## src/rtl/bp_pkg.sv

```systemverilog
package bp_pkg;
    // Entry organisation of the history table
    typedef enum logic [0:0] {
        HIST_LAST = 1'b0,   // one bit, last direction
        HIST_SAT2 = 1'b1    // two-bit saturating counter
    } bp_hist_e;
endpackage

```

## src/rtl/bp_ctr_next.sv

```systemverilog
module bp_ctr_next
    import bp_pkg::*;
#(
    parameter bp_hist_e HIST  = HIST_SAT2,
    parameter int       CTR_W = 2
) (
    input  logic [CTR_W-1:0] cur,
    input  logic             taken,
    output logic [CTR_W-1:0] nxt,
    output logic             pred
);
    localparam logic [CTR_W-1:0] CTR_MAX = {CTR_W{1'b1}};
    localparam logic [CTR_W-1:0] CTR_MIN = '0;
    localparam logic [CTR_W-1:0] CTR_ONE = CTR_W'(1);

    // guess is the top bit in both organisations
    assign pred = cur[CTR_W-1];

    generate
        if (HIST == HIST_SAT2) begin : g_sat
            always_comb begin
                nxt = cur;
                if (taken && (cur != CTR_MAX)) begin
                    nxt = cur + CTR_ONE;
                end else if (!taken && (cur != CTR_MIN)) begin
                    nxt = cur - CTR_ONE;
                end
            end
        end else begin : g_last
            always_comb begin
                nxt = {CTR_W{taken}};
            end
        end
    endgenerate
endmodule

```

## src/rtl/bp_stats.sv

```systemverilog
module bp_stats #(
    parameter int CNT_W = 16
) (
    input  logic             clk,
    input  logic             rst_n,
    input  logic             valid,
    input  logic             wrong,
    output logic [CNT_W-1:0] branches,
    output logic [CNT_W-1:0] mispredicts
);
    typedef struct packed {
        logic [CNT_W-1:0] br;
        logic [CNT_W-1:0] mis;
    } stat_t;

    stat_t stat_d, stat_q;

    always_comb begin
        stat_d = stat_q;
        if (valid) begin
            stat_d.br = stat_q.br + CNT_W'(1);
            if (wrong) begin
                stat_d.mis = stat_q.mis + CNT_W'(1);
            end
        end
    end

    always_ff @(posedge clk) begin
        if (!rst_n) begin
            stat_q <= '0;
        end else begin
            stat_q <= stat_d;
        end
    end

    assign branches    = stat_q.br;
    assign mispredicts = stat_q.mis;

    // each resolved branch adds exactly one
    p_branch_step_r8: assert property (@(posedge clk) disable iff (!rst_n)
        valid |=> branches == $past(branches) + CNT_W'(1));

    // idle cycles keep both counters
    p_idle_stats_r4: assert property (@(posedge clk) disable iff (!rst_n)
        !valid |=> ($stable(branches) && $stable(mispredicts)));

    // correct guesses leave the miss count alone
    p_hit_keeps_r9: assert property (@(posedge clk) disable iff (!rst_n)
        (valid && !wrong) |=> $stable(mispredicts));
endmodule

```

## src/rtl/bp_predictor.sv

```systemverilog
module bp_predictor
    import bp_pkg::*;
#(
    parameter int       PC_W  = 32,
    parameter int       IDX_W = 4,
    parameter int       CNT_W = 16,
    parameter bp_hist_e HIST  = HIST_SAT2
) (
    input  logic             clk,
    input  logic             rst_n,
    input  logic [PC_W-1:0]  lkp_pc,
    output logic             lkp_taken,
    input  logic             upd_valid,
    input  logic [PC_W-1:0]  upd_pc,
    input  logic             upd_taken,
    output logic [CNT_W-1:0] stat_branches,
    output logic [CNT_W-1:0] stat_mispredicts
);
    localparam int ENTRIES = 1 << IDX_W;
    localparam int CTR_W   = (HIST == HIST_SAT2) ? 2 : 1;
    localparam logic [CTR_W-1:0] RST_VAL = (HIST == HIST_SAT2) ? CTR_W'(1) : '0;

    typedef struct packed {
        logic [ENTRIES-1:0][CTR_W-1:0] tbl;
    } state_t;

    state_t state_d, state_q;

    logic [IDX_W-1:0]              lkp_idx, upd_idx;
    logic [ENTRIES-1:0][CTR_W-1:0] nxt_vec;
    logic [ENTRIES-1:0]            pred_vec;
    logic                          upd_pred;
    logic                          unused_pc_hi;

    assign lkp_idx      = lkp_pc[IDX_W-1:0];
    assign upd_idx      = upd_pc[IDX_W-1:0];
    assign unused_pc_hi = ^{lkp_pc[PC_W-1:IDX_W], upd_pc[PC_W-1:IDX_W]};

    generate
        for (genvar e = 0; e < ENTRIES; e++) begin : g_entry
            bp_ctr_next #(
                .HIST  (HIST),
                .CTR_W (CTR_W)
            ) u_next (
                .cur   (state_q.tbl[e]),
                .taken (upd_taken),
                .nxt   (nxt_vec[e]),
                .pred  (pred_vec[e])
            );
        end
    endgenerate

    always_comb begin
        state_d = state_q;
        if (upd_valid) begin
            state_d.tbl[upd_idx] = nxt_vec[upd_idx];
        end
    end

    always_ff @(posedge clk) begin
        if (!rst_n) begin
            state_q <= {ENTRIES{RST_VAL}};
        end else begin
            state_q <= state_d;
        end
    end

    // lookups read the registered table: old value on a same-cycle collision
    assign lkp_taken = pred_vec[lkp_idx];
    assign upd_pred  = pred_vec[upd_idx];

    bp_stats #(
        .CNT_W (CNT_W)
    ) u_stats (
        .clk         (clk),
        .rst_n       (rst_n),
        .valid       (upd_valid),
        .wrong       (upd_pred != upd_taken),
        .branches    (stat_branches),
        .mispredicts (stat_mispredicts)
    );

    // no qualifier, no table change
    p_table_hold_r4: assert property (@(posedge clk) disable iff (!rst_n)
        !upd_valid |=> $stable(state_q));

    generate
        if (HIST == HIST_LAST) begin : g_chk_last
            // entry holds the last direction
            p_last_dir_r3: assert property (@(posedge clk) disable iff (!rst_n)
                upd_valid |=> state_q.tbl[$past(upd_idx)] == {CTR_W{$past(upd_taken)}});
        end else begin : g_chk_sat
            // saturation at the top
            p_sat_top_r5: assert property (@(posedge clk) disable iff (!rst_n)
                (upd_valid && upd_taken && state_q.tbl[upd_idx] == {CTR_W{1'b1}})
                |=> state_q.tbl[$past(upd_idx)] == {CTR_W{1'b1}});
            // saturation at the bottom
            p_sat_bot_r5: assert property (@(posedge clk) disable iff (!rst_n)
                (upd_valid && !upd_taken && state_q.tbl[upd_idx] == '0)
                |=> state_q.tbl[$past(upd_idx)] == '0);
            // a taken update from weakly not taken flips the guess
            p_flip_r6: assert property (@(posedge clk) disable iff (!rst_n)
                (upd_valid && upd_taken && state_q.tbl[upd_idx] == CTR_W'(1))
                |=> pred_vec[$past(upd_idx)]);
        end
    endgenerate
endmodule

```

## config.mk

```make
export PLATFORM = sky130hd
export DESIGN_NAME = bp_predictor
export DESIGN_NICKNAME = d
export VERILOG_FILES = /design/src/rtl/bp_pkg.sv /design/src/rtl/bp_ctr_next.sv /design/src/rtl/bp_stats.sv /design/src/rtl/bp_predictor.sv
export SDC_FILE = /design/constraint.sdc
export NUM_CORES = 1
export LEC_CHECK = 0
export ABC_AREA = 1
export BUFFER_PORTS_ARGS = -buffer_cell sky130_fd_sc_hd__buf_2
export CORE_MARGIN = 3
export CORE_UTILIZATION = 36
export DETAILED_ROUTE_END_ITERATION = 6
export PLACE_DENSITY = 0.68
export SYNTH_ARGS = -nofsm -noshare
export SYNTH_HDL_FRONTEND = slang
export SYNTH_SLANG_ARGS = --single-unit
```

## constraint.sdc

```tcl
create_clock -name clk -period 1.9 [get_ports clk]
set_input_delay 0 -clock clk [delete_from_list [all_inputs] [get_ports clk]]
set_output_delay 0 -clock clk [all_outputs]
set_load 0.01 [all_outputs]
```

# Word level (Yosys, flattened, before mapping)
# Index checks and enable logic that the tools add are counted.
# op_classes
n_addsub	34
multipliers	0
div_mod_pow	0
magnitude_cmp	3
n_eq_ne	17
shift	0
n_mux	41
bitwise	0
n_reduce_logical	51
# op_table
op	count
$mux W2	34
$logic_and A1 B1 Y1	33
$add A16 B1 Y16 const B	2
$add A2 B1 Y2 const B	16
$bwmux W32	1
$ne A2 B2 Y1 const B	16
$reduce_bool A2 Y1	16
$sub A2 B1 Y2 const B	16
$lt A4 B5 Y1 const B	2
$bmux W1 S4	2
$bmux W2 S4	1
$demux W2 S4	1
$ge A4 B1 Y1 const B	1
$mux W1	2
$reduce_and A2 Y1	1
$logic_not A1 Y1	1
$ne A1 B1 Y1	1
# word_totals
register_bits	64
latchBits	0
ram_bits	0
mem_bits_ro	0
inputBits	68
output_inout_bits	33
elab_cells	164
n_memories	0

# Depth between registers and ports, before layout
# Gate-level depths: netlist (run 1).
# logic_depth
word_depth	7
ltp_mapped	14
ltp_nobuf	13

# Modules after synthesis
# A second synthesis (run 1) with hierarchy kept.
# hier_totals
hier_cells	869
area_unflattened_um2	5185.0
# by_module_without_submodules
module	n_inst	cells_per_inst	area_per_inst_um2	seq_area_each_um2
bp_predictor	1	344	1993.2	640.6
bp_stats	1	237	1730.4	640.6
bp_ctr_next	16	18	91.3	0.0

# Least setup slack after synthesis (run 1)
# OpenSTA, ideal clock, no wires.
# synth_path
path_type	register to register
start	register state_q[15] in the netlist's numbering
end	register state_q[1] in the netlist's numbering
setup_ps	109
arrival_time_ps	1587
t_required_ps	1791
slack_ps	204
path_stages_with_launch	12
path_buffers	1
period_less_slack_ps	1696
cell_sequence	dfxtp_1 > inv_1 > ha_1 > a21oi_1 > o22ai_1 > o21ai_1 > nand2_1 > nor2_2 > buf_4 > nand3_1 > nand2_1 > inv_1
# synth_between
elab_chain_cells	7
elab_cells_between_ends	11
classes_between	add/sub (2); eq/ne (1); mux (5); reduce/logical (3)
# synth_rtl
item	line_no	text
from (decl)	bp_predictor.sv:27	state_t state_d, state_q;
from (signal assigned)	bp_predictor.sv:62	state_q <= {ENTRIES{RST_VAL}};
from (signal assigned)	bp_predictor.sv:64	state_q <= state_d;
branches (longest 3 deep; another with $sub A2 B1 Y2)	-	
$mux W2 *	bp_ctr_next.sv:23	if (taken && (cur != CTR_MAX)) begin
$bmux W2 S4 *	bp_predictor.sv:56	state_d.tbl[upd_idx] = nxt_vec[upd_idx];
$mux W2 (not written as such) *	bp_predictor.sv:56	
$bwmux W32 *	bp_predictor.sv:56	
# Mark *: on every way between the ends. The select of a mux whose other input is x is not followed.
# A chain may end at the register's enable or synchronous reset.

# Worst setup path after layout (run 1)
# layout_path
start	register state_q[5] in the netlist's numbering
end	register state_q[3] in the netlist's numbering
# Same word-level chain as after synthesis.

==> key figures, run 1 <==
Clock tree
  • Clk_lat worst skew: 340 ps
  • Maximum clock path buffer count: 2
  • Sink Count: 64
  • Worst-path clk slew: about 60 ps
  • Total CTS buffers: 9
  • CTS tree: done
  • Clock root cell: clkbuf_16
  • H-Tree Level Count: 3

Placement
  • I/O Buffers: between 40 and 50
  • Post-DP HPWL: 8870 um
  • Routability Congestion: ~0.84
  • Dpl ws: ~34 ps

STA
  • Fin crit period: between 1500 and 2000 ps
  • Setup Skew: 7.35 ps
  • Fin crit share: 0.936
  • Final hold violation count: 0
  • Setup ws final: around 120 ps
  • Achievable Freq: 562 MHz
  • Setup TNS: 0 ps
  • Actual slew at the worst max-slew pin: between 800 and 900 ps
  • Setup Viol. Count Final: 0
  • Final Max Slew Viols: 0
  • Slew HR: 0.422
  • RSZ-0062 raised after global routing: yes

Global route
  • GR Overflow Total: 0
  • First-pass GRT wire length: slightly above 20,000 um
  • All-Layer GR Usage: 0.171
  • Initial antenna violation count: 0
  • Largest net degree at the start of global routing: 47
  • Number of global-route vias before repair: ~4,200

Outcome
  • Status: complete, no violations

Synth
  • Synthesized area: roughly 0.0046 mm2
  • Yosys top cell area share: 0.276
  • Synth area leader: dfxtp_1
  • Unique cell type count in the Yosys netlist: 30
  • Synth Instances: roughly 740
  • Seq cells post-synth: 64
  • Ys Warns: 0
  • Top cells by area, synth: dfxtp_1 28%, nand2_1 16%, ha_1 9.2%, nand3_1 8.2%, inv_1 7.9%
  • Syn avg cell area: around 6.3 um2
  • Post-synthesis sequential area ratio: 0.276
  • Net Count, Synth: 845

Die
  • Initial Util: 0.377
  • Die W: roughly 120 um
  • Ports: slightly above 100
  • Die area: ~0.014 mm2
  • Die span in y: between 100 and 150 um
  • Core area: about 0.012 mm2
  • Cell Rows: 40

Route
  • Iteration-0 DRC Markers: between 300 and 400
  • Vias: 4,809
  • Avg WL per Cell: approximately 13 um
  • Final ANT Viol Nets: 0
  • DR vias/cell: slightly below 5
  • Pre-Repair DR Iteration Count: 5
  • DRC violations left: 0
  • Post-Route WL: about 13,000 um

Pwr
  • Pleak: 2.75 nW
  • Worst vdd ir: approximately 0.00042 V
  • Power per cell area: 627 mW/mm2

Final layout
  • N_diodes: 0
  • Post-layout nets: 928
  • Multi-input gate area: roughly 0.0029 mm2
  • Total area of sequential cells: roughly 0.0013 mm2
  • Fill cells: 1,271
  • Layout cell share with drive strength beyond 1: 0.207
  • P&R area growth vs syn: 25.2%

Critical path
  • CP cell instances: inv_1 > ha_4 > a21oi_2 > o22ai_1 > o21ai_1 > nand2_1 > nor2_4 > buf_6 > nand3_1 > nand2_1 > inv_1
  • WP data arrival: around 2000 ps
  • Worst R2R End: state_q[3]$_SDFFE_PN0P_
  • WS Path Type: reg -> reg
  • Critical Path Source Type: flop
  • Worst r2r path cells: 11
  • Reg2Reg Launch Point: state_q[5]$_SDFFE_PN0P_
  • R2r setup slk: approximately 120 ps
  • WP data required: 2130 ps
  • Crit-path max FO: 8
  • CP max stage delay: approximately 340 ps
  • Worst setup EP type: flop
  • Worst path slowest cell: dfxtp_2

Min path
  • Hold Path Depth: 3
  • Hold worst-path end: u_stats.branches[2]$_SDFFE_PN0P_
  • Min-Delay Startpoint: upd_valid
  • Hold Crit Class: in -> reg

Flow run
  • Maxcap violations: 0
[cell usage after synthesis (all sizes together)]
master,count
inv,104
nand4,20
o31ai,1
nand3,77
o21ai,24
nand2,204
dfxtp,64
o21a,1
xor2,4
buf,18
nor2,83
xnor2,8
ha,34
o221ai,1
a21oi,63
clkbuf,7
nor3,7
o22ai,5
or2,18
[cells in the final DEF, fill, tap and decap left out, types with 2 or more instances in the layout]
| cell | count |
|---|---|
| a21oi_1 | 56 |
| o21ai_1 | 6 |
| inv_2 | 12 |
| buf_2 | 44 |
| buf_4 | 46 |
| nand2_1 | 199 |
| inv_1 | 92 |
| ha_4 | 5 |
| dfxtp_2 | 15 |
| clkbuf_16 | 9 |
| a21oi_2 | 7 |
| buf_6 | 4 |
| nand3_1 | 75 |
| nor2_1 | 77 |
| clkinv_4 | 3 |
| xnor2_1 | 8 |
| o22ai_1 | 5 |
| or2_1 | 18 |
| ha_1 | 28 |
| o21ai_0 | 16 |
| nor3_1 | 4 |
| nand4_1 | 19 |
| buf_12 | 2 |
| nand2_2 | 5 |
| dfxtp_1 | 48 |
| nor3_2 | 3 |
| nor2_2 | 5 |
| xor2_1 | 4 |
[stage by stage]
stage / area (um2) / instances / utilization / hold slack, ps / power, mW
2_1_floorplan: 4650 / 743 / - / 92.6 / 1.75
3_3_place_gp: 5280 / 974 / 0.429 / 301 / 1.91
5_1_grt: 5820 / 999 / 0.472 / 25.8 / 3.78
6_report: 5820 / 999 / 0.472 / 13.1 / 3.64
4_1_cts: 5600 / 991 / 0.455 / 11.7 / 3.62
3_5_place_dp: 5280 / 974 / 0.429 / 308 / 1.92
[report_power, final]
part | switching (mW) | internal, mW | leakage (nW)
Sequential | 0.0156 | 1.36 | 0.518
Combinational | 0.345 | 0.207 | 2.08
Clock | 0.656 | 1.06 | 0.149
Total | 1.02 | 2.63 | 2.75
[routing by layer]
layer | share of wire | routed length [um] | GRT usage
met5 | 0 | 0 | 0
met4 | 0.013 | 161 | 0.0508
met3 | 0.048 | 611 | 0.0264
met2 | 0.46 | 5760 | 0.281
met1 | 0.48 | 6100 | 0.232
[critical path, delay by kind of cell (launching register included)]
kind	cells	cell delay, ps
AND/OR/NAND/NOR	4	420
AO/OA/AOI/OAI	3	420
buffers and inverters	3	260
adder cells (fa/ha/maj)	1	230
flip-flops	1	340
[flip-flops by register name (all words and copies together), names as in the netlist]
name,count
state_q,32
u_stats.branches,16
u_stats.mispredicts,16
[cell type report]
type | instances | area share
Clock buffer | 10 | 0.0411
Clock inverter | 6 | 0.0118
Inverter | 104 | 0.0671
Multi-Input combinational cell | 550 | 0.506
Sequential cell | 64 | 0.224
Tap cell | 168 | 0.0361
Timing Repair Buffer | 97 | 0.114
[how the worst max path moves through the flow]
| stage | cells after the start | slack [ps] | to | startpoint |
|---|---|---|---|---|
| detailed placement | 11 | 30 | state_q[9]$_SDFFE_PN0P_ | state_q[7]$_SDFFE_PN0P_ |
| floorplan | 11 | 200 | state_q[1]$_SDFFE_PN0P_ | state_q[15]$_SDFFE_PN0P_ |
| global route | 11 | -10 | state_q[9]$_SDFFE_PN0P_ | state_q[11]$_SDFFE_PN0P_ |
| finish | 11 | 120 | state_q[3]$_SDFFE_PN0P_ | state_q[5]$_SDFFE_PN0P_ |
| global placement | 11 | 90 | state_q[3]$_SDFFE_PN0P_ | state_q[4]$_SDFFE_PN1P_ |
| CTS | 11 | 30 | state_q[9]$_SDFFE_PN0P_ | state_q[7]$_SDFFE_PN0P_ |
[repair_timing]
item	in CTS	in global routing
hold buffers	1	0
buffers inserted	0	7
hold endpoints to repair	3	0
resized for setup	0	50
setup endpoints to repair	0	34
[kinds of logic (layout without fill, tap and decap cells)]
kind of cell,after synthesis,count (layout),share of synthesized area
DFF,64,64,0.276
buffers and inverters,129,217,0.117
adders and majority gates,34,34,0.0916
AOI/OAI and AO/OA,95,95,0.108
xor gates and xnor gates,12,12,0.0226
and+or+nand+nor,409,409,0.385
No activity file was read; power rests on OpenSTA's default activity.
==> run 2, diff against run 1 <==
--- a/config.mk
+++ b/config.mk
@@ -5,12 +5,12 @@
 export SDC_FILE = /design/constraint.sdc
 export NUM_CORES = 1
 export LEC_CHECK = 0
-export ABC_AREA = 1
-export BUFFER_PORTS_ARGS = -buffer_cell sky130_fd_sc_hd__buf_2
+export ABC_AREA = 0
 export CORE_MARGIN = 3
 export CORE_UTILIZATION = 36
 export DETAILED_ROUTE_END_ITERATION = 6
-export PLACE_DENSITY = 0.68
+export DONT_BUFFER_PORTS = 1
+export PLACE_DENSITY = 0.61
 export SYNTH_ARGS = -nofsm -noshare
 export SYNTH_HDL_FRONTEND = slang
 export SYNTH_SLANG_ARGS = --single-unit
==> run 2 against run 1 <==
Effect of this change:
- the run now ends with setup timing left
- clock-buffer cell count increased by 1
- core utilization increased by 0.88 points
- first-iteration DRC count decreased by 54%
- clock skew about the same
- sequential cell count unchanged
- critical path depth decreased by 4
- global-route usage decreased by 0.67 points
- largest cell class unchanged
==> key figures, run 2 <==
Die
  • Initial Util: 0.376 (-0.00158)
  • Die span in y: 114 um (-5.1%)
  • Die W: 114 um (-5.1%)
  • Core area: 0.0111 mm2 (-10%)
  • Cell Rows: 38 (-5.0%)
  • Die area: 0.0129 mm2 (-9.9%)
  • Ports: 101 (unchanged)

Clock tree
  • Total CTS buffers: 9 (unchanged)
  • CTS tree: done
  • Clk_lat worst skew: 330 ps (about the same)
  • Sink Count: 64 (unchanged)
  • Worst-path clk slew: 60 ps (about the same)
  • Clock root cell: clkbuf_16
  • Maximum clock path buffer count: 2 (unchanged)
  • H-Tree Level Count: 3 (unchanged)

Critical path
  • Worst setup EP type: flop
  • Crit-path max FO: 17 (+9)
  • WP data required: 2120 ps (about the same)
  • WS Path Type: reg -> reg
  • Critical Path Source Type: flop
  • WP data arrival: 2450 ps (+440 ps)

Placement
  • Placed Cells: 619 (-36%)
  • Post-DP HPWL: 7150 um (-19%)
  • I/O Buffers: 0 (-100%)
  • Routability Congestion: 0.841 (-0.20%)

Route
  • Avg WL per Cell: 16.7 um (+32%)
  • Post-Route WL: 10,700 um (-15%)
  • Iteration-0 DRC Markers: 152 (-54%)
  • DR vias/cell: 5.37 (+11%)
  • DRC violations left: 0 (unchanged)
  • Vias: 3,450 (-28%)
  • Final ANT Viol Nets: 0 (unchanged)
  • Pre-Repair DR Iteration Count: 5 (unchanged)

Pwr
  • Pleak: 2.10 nW (-23%)
  • Power per cell area: 642 mW/mm2 (+2.5%)
  • Worst vdd ir: 0.000448 V (+7.5%)

Synth
  • Synth area leader: dfxtp_1
  • Ys flop type: dfxtp_1
  • Top cells by area, synth: dfxtp_1 31%, ha_1 10%, xnor2_1 8.6%, mux4_2 4.9%, and2_1 4.8%
  • Synth Instances: 455 (-39%)
  • Post-synthesis sequential area ratio: 0.308 (+0.0320)
  • Yosys top cell area share: 0.308 (+0.0320)
  • Synthesized area: 0.00416 mm2 (-10%)
  • Ys Warns: 0 (unchanged)
  • Syn avg cell area: 9.15 um2 (+46%)
  • Asr flop ratio synth: 0 (unchanged)
  • Unique cell type count in the Yosys netlist: 42 (+40%)
  • Net Count, Synth: 557 (-34%)
  • Most common cell in the netlist: dfxtp_1
  • Post-synth top cells: 64 x dfxtp_1, 41 x xnor2_1, 35 x inv_1, 34 x ha_1, 32 x and2_1
  • Seq cells post-synth: 64 (unchanged)
  • Number of synthesized flops with an enable pin: 0 (unchanged)

Final layout
  • Commonest non-fill, non-tap cell in the layout: dfxtp_1
  • Layout cell share with drive strength beyond 1: 0.308 (+0.101)
  • N_diodes: 0 (unchanged)
  • Post-layout nets: 600 (-35%)
  • Number of flip-flops in the largest register: 32 (unchanged)
  • Largest register by flop count: state_q
  • Fill cells: 1,027 (-19%)
  • P&R area growth vs syn: 28.0%
  • Layout Cells excl Fill: 643 (-36%)
  • Most frequent cells in the layout: 51 x dfxtp_1, 41 x xnor2_1, 33 x buf_4, 32 x and2_1, 29 x inv_1

Outcome
  • Failing checks: setup timing
  • Status: finished with violations

Global route
  • GR Overflow Total: 0 (unchanged)
  • Global Route met1 Usage: 0.208 (-0.0241)
  • First-pass GRT wire length: 17,000 um (-16%)
  • Met2 usage: 0.272 (-0.00824)
  • All-Layer GR Usage: 0.164 (-0.00667)
  • Largest net degree at the start of global routing: 66 (+40%)
  • Met3 Use GR: 0.0440 (+0.0176)
  • Number of global-route vias before repair: 3,353 (-21%)
  • Initial antenna violation count: 0 (unchanged)
  • Global routing's busiest layer: met2

STA
  • Final Max Slew Viols: 0 (unchanged)
  • Slew HR: 0.534 (+0.112)
  • RSZ-0062 raised after global routing: yes
  • Setup Skew: 7.55 ps (+0.203 ps)
  • Setup ws final: -334 ps (-455 ps)
  • Fin crit share: 1.18 (+0.240)
  • Setup Viol. Count Final: 32 (+32)
  • Setup TNS: -4790 ps (-4790 ps)
  • Final hold violation count: 0 (unchanged)
  • Achievable Freq: 448 MHz (-20%)
  • Fin crit period: 2230 ps (+455 ps)
  • Actual slew at the worst max-slew pin: 694 ps (-172 ps)

Flow run
  • Maxcap violations: 0 (unchanged)

Min path
  • Hold Crit Class: in -> reg
==> run 2: cell types whose count changed after synthesis, moves of 16 or more <==
| cell | previous run | this run |
|---|---|---|
| nand3_1 | 76 | 8 |
| nor3b_1 | 0 | 16 |
| and2_1 | 0 | 32 |
| inv_1 | 98 | 35 |
| a21oi_1 | 63 | 24 |
| xnor2_1 | 8 | 41 |
| mux2i_1 | 0 | 19 |
| or2_1 | 18 | 0 |
| nand2_1 | 200 | 22 |
| nor2_1 | 80 | 22 |
==> run 2: area by class of cell <==
class | instances | area [um2] | area share
Clock inverter | 5 | 56.3 | 0.0106
Inverter | 35 | 134 | 0.0251
Sequential cell | 64 | 1300 | 0.243
Timing Repair Buffer | 53 | 502 | 0.0941
Tap cell | 140 | 175 | 0.0329
Clock buffer | 11 | 243 | 0.0455
Multi-Input combinational cell | 335 | 2920 | 0.548
==> run 2: stage by stage <==
stage                util  cell area, um2  power (mW)  hold WS (ps)  setup slack, ps
floorplan               -            4160        1.64           186             -260
global placement    0.414            4580        1.67           134             -292
detailed placement  0.414            4580        1.68           136             -315
CTS                 0.452            5010        3.38          1.20             -334
global route        0.481            5330        3.54          29.6             -407
finish              0.481            5330        3.42          18.5             -334
==> run 2: worst max-delay path, cell delays in order, from the launching register on <==
cell and delay [ps]:
dfxtp_2 320, mux4_2 460, mux4_2 530, mux2i_4 210
buf_12 180, nand4_1 120, xnor2_1 140, and2_1 150
==> run 2: layer usage <==
metal | vias to the layer above | wire [um]
li1 | 1668 | -
met1 | 1677 | 4580
met2 | 94 | 5200
met3 | 11 | 815
met4 | 0 | 118
met5 | - | 0
==> run 2: final timing paths <==
kind / end / depth (start not counted) / slack, ps / from
max: u_stats.mispredicts[12]$_SDFFE_PN0P_ / 7 / -330 / state_q[21]$_SDFFE_PN0P_
min: u_stats.branches[3]$_SDFFE_PN0P_ / 3 / 20 / upd_valid
max reg2reg: u_stats.mispredicts[12]$_SDFFE_PN0P_ / 7 / -330 / state_q[21]$_SDFFE_PN0P_
min reg2reg: u_stats.branches[9]$_SDFFE_PN0P_ / 2 / 550 / u_stats.branches[9]$_SDFFE_PN0P_
==> run 2: power breakdown <==
part,total [mW],switching [mW],internal (mW)
clock network,1.66,0.610,1.05
registers,1.39,0.0211,1.36
logic,0.379,0.193,0.186
total,3.42,0.824,2.60
==> run 2: cell families after synthesis <==
logic type      share of synthesized area
xor+xnor                           0.0926
flops                               0.308
simple gates                        0.201
mux                                 0.137
compound gates                      0.104
fa+ha+maj                           0.102
buf+inv                            0.0559
==> run 2: what timing repair did <==
item / in CTS / in global routing
hold endpoints to repair: 64 / 0
gates cloned: 0 / 1
pin swaps: 6 / 29
buffers inserted: 0 / 3
hold buffers: 5 / 0
endpoints found under the setup margin: 32 / 47
gates resized for setup: 18 / 75
==> run 3, diff against run 2 <==
--- a/config.mk
+++ b/config.mk
@@ -10,6 +10,7 @@
 export CORE_UTILIZATION = 36
 export DETAILED_ROUTE_END_ITERATION = 6
 export DONT_BUFFER_PORTS = 1
+export MAX_ROUTING_LAYER = met4
 export PLACE_DENSITY = 0.61
 export SYNTH_ARGS = -nofsm -noshare
 export SYNTH_HDL_FRONTEND = slang
==> run 3 against run 2 <==
Effect of this change:
- the flow still finishes with violations (setup timing)
- sequential share of layout area did not move
- non-clock buffer count did not move
- combinational power barely moved
- worst hold slack improved by 1.5 ps
- first-iteration DRC count rose by 15%
- clock-buffer cell count did not move
- core utilization did not move
- sequential cell count did not move
- die area did not move
- worst setup slack got worse by 6.6 ps
- via count barely moved
- critical path depth did not move
- critical endpoint unchanged
- largest cell class unchanged
- largest power group unchanged
- highest routed layer unchanged
==> key figures, run 3 (synthesized netlist as in run 2, its figures left out) <==
STA
  • Final hold violation count: 0 (unchanged)
  • RSZ-0062 raised after global routing: yes
  • Fin crit period: 2240 ps (+6.58 ps)
  • Fin crit share: 1.18 (+0.00346)
  • Final Max Slew Viols: 0 (unchanged)
  • Actual slew at the worst max-slew pin: 694 ps (+0.292 ps)
  • Setup Viol. Count Final: 29 (-9.4%)
  • Setup Skew: 9.80 ps (+2.24 ps)
  • Achievable Freq: 446 MHz (-0.29%)
  • Setup TNS: -4410 ps (+377 ps)
  • Slew HR: 0.534 (about the same)
  • Setup ws final: -341 ps (-6.58 ps)

Pwr
  • Sequential power share: 0.405 (about the same)
  • Worst vdd ir: 0.000447 V (about the same)
  • Internal Pwr Total: 2.60 mW (about the same)
  • Switching Fraction: 0.241 (+0.000281)
  • Power per cell area: 643 mW/mm2 (about the same)
  • Logic pwr share: 0.111 (about the same)
  • Clk pwr share: 0.485 (about the same)
  • Psw: 825 uW (+0.16%)
  • Pleak: 2.10 nW (unchanged)

Die
  • Core area: 0.0111 mm2 (unchanged)
  • Die W: 114 um (unchanged)
  • Ports: 101 (unchanged)
  • Die area: 0.0129 mm2 (unchanged)
  • Initial Util: 0.376 (unchanged)
  • Cell Rows: 38 (unchanged)
  • Die span in y: 114 um (unchanged)

Placement
  • I/O Buffers: 0 (unchanged)
  • Placed cell area: 0.00458 mm2 (unchanged)
  • Post-DP HPWL: 7150 um (unchanged)
  • Routability Congestion: 0.854 (+1.6%)
  • Dpl ws: -315 ps (unchanged)

Min path
  • Hold Path Depth: 3 (unchanged)
  • Hold Crit Class: in -> reg

Final layout
  • Post-layout nets: 600 (unchanged)
  • N_diodes: 0 (unchanged)
  • Final Util: 0.481 (unchanged)
  • Largest register by flop count: state_q
  • Final instance area: 0.00533 mm2 (unchanged)
  • Most frequent cells in the layout: 51 x dfxtp_1, 41 x xnor2_1, 33 x buf_4, 32 x and2_1, 29 x inv_1
  • Fill cells: 1,027 (unchanged)
  • P&R area growth vs syn: 28.0% (unchanged)
  • Layout cell share with drive strength beyond 1: 0.308 (unchanged)
  • Number of flip-flops in the largest register: 32 (unchanged)
  • Commonest non-fill, non-tap cell in the layout: dfxtp_1

Route
  • Post-Route WL: 10,700 um (-0.20%)
  • Final ANT Viol Nets: 0 (unchanged)
  • DRC violations left: 0 (unchanged)
  • Pre-Repair DR Iteration Count: 4 (-1)
  • Avg WL per Cell: 16.6 um (-0.20%)
  • Iteration-0 DRC Markers: 175 (+15%)
  • DR vias/cell: 5.36 (about the same)
  • Vias: 3,449 (-0.029%)

Critical path
  • Worst path slowest cell: mux4_2
  • WP data arrival: 2450 ps (about the same)
  • CP cell instances: mux4_2 > mux4_2 > mux2i_4 > buf_12 > nand4_1 > xnor2_1 > and2_1
  • CP max stage delay: 530 ps (about the same)
  • Critical Path Source Type: flop
  • Levels on crit path: 7 (unchanged)
  • WP buf/inv: 1 (unchanged)
  • Most used cell, CP: mux4_2
  • Crit-path max FO: 17 (unchanged)
  • Worst r2r path cells: 7 (unchanged)
  • WP data required: 2110 ps (about the same)
  • WS Path Type: reg -> reg
  • Top Family by Delay on Critical Path: multiplexers
  • Worst setup EP type: flop

Clock tree
  • Total CTS buffers: 9 (unchanged)
  • H-Tree Level Count: 3 (unchanged)
  • Clk_lat worst skew: 330 ps (about the same)
  • Clock root cell: clkbuf_16
  • Worst-path clk slew: 60 ps (about the same)
  • Sink Count: 64 (unchanged)
  • CTS tree: done
  • Maximum clock path buffer count: 2 (unchanged)

Global route
  • Initial antenna violation count: 0 (unchanged)
  • First-pass GRT wire length: 17,000 um (about the same)
  • Number of global-route vias before repair: 3,356 (+0.089%)
  • Largest net degree at the start of global routing: 66 (unchanged)
  • All-Layer GR Usage: 0.169 (+0.00458)
  • GR Overflow Total: 0 (unchanged)

Outcome
  • Status: finished with violations
  • Failing checks: setup timing

Flow run
  • Maxcap violations: 0 (unchanged)
[run 3: cell counts in the layout (fill, tap and decap cells not counted)]
No cell type changed its count.
[run 3: area by class of cell]
| cell class | instances | area [um2] | share of cell area |
|---|---|---|---|
| Timing Repair Buffer | 53 | 502 | 0.0941 |
| Tap cell | 140 | 175 | 0.0329 |
| Clock inverter | 5 | 56.3 | 0.0106 |
| Sequential cell | 64 | 1300 | 0.243 |
| Inverter | 35 | 134 | 0.0251 |
| Multi-Input combinational cell | 335 | 2920 | 0.548 |
| Clock buffer | 11 | 243 | 0.0455 |
[run 3: through the flow]
step / total power [mW] / cells / hold slack [ps]
floorplan: 1.64 / 455 / 186
global placement: 1.67 / 619 / 134
detailed placement: 1.68 / 619 / 136
CTS: 3.38 / 640 / 1.20
global route: 3.54 / 643 / 29.6
finish: 3.43 / 643 / 20.0
[run 3: worst min-delay path, delay by kind of cell]
kind | cells | cell delay, ps
xor gates and xnor gates | 1 | 70
and+or+nand+nor | 2 | 220
[run 3: repair_timing]
item	4_1_cts	5_1_grt
resized for setup	18	75
gates cloned	0	1
endpoints found under the setup margin	32	47
pin swaps	6	29
endpoints found under the hold margin	64	0
hold buffers	5	0
buffers inserted	0	3
[run 3: power groups by stage]
stage | Combinational [mW] | Clock, mW | Sequential [mW]
floorplan | 0.224 | 0 | 1.42
global placement | 0.260 | 0 | 1.41
detailed placement | 0.267 | 0 | 1.41
CTS | 0.311 | 1.68 | 1.38
global route | 0.409 | 1.74 | 1.39
finish | 0.380 | 1.66 | 1.39
[run 3: worst paths after layout]
check / from / endpoint / slack, ps
max: state_q[21]$_SDFFE_PN0P_ / u_stats.mispredicts[12]$_SDFFE_PN0P_ / -340
min: upd_valid / u_stats.branches[3]$_SDFFE_PN0P_ / 20
max reg2reg: state_q[21]$_SDFFE_PN0P_ / u_stats.mispredicts[12]$_SDFFE_PN0P_ / -340
min reg2reg: u_stats.branches[9]$_SDFFE_PN0P_ / u_stats.branches[9]$_SDFFE_PN0P_ / 550
[run 3: per-layer routing]
metal	up-vias	GRT usage	share of wire
li1	1666	-	-
met1	1675	0.208	0.43
met2	95	0.273	0.48
met3	13	0.0424	0.070
met4	0	0.0529	0.012
met5	-	-	0
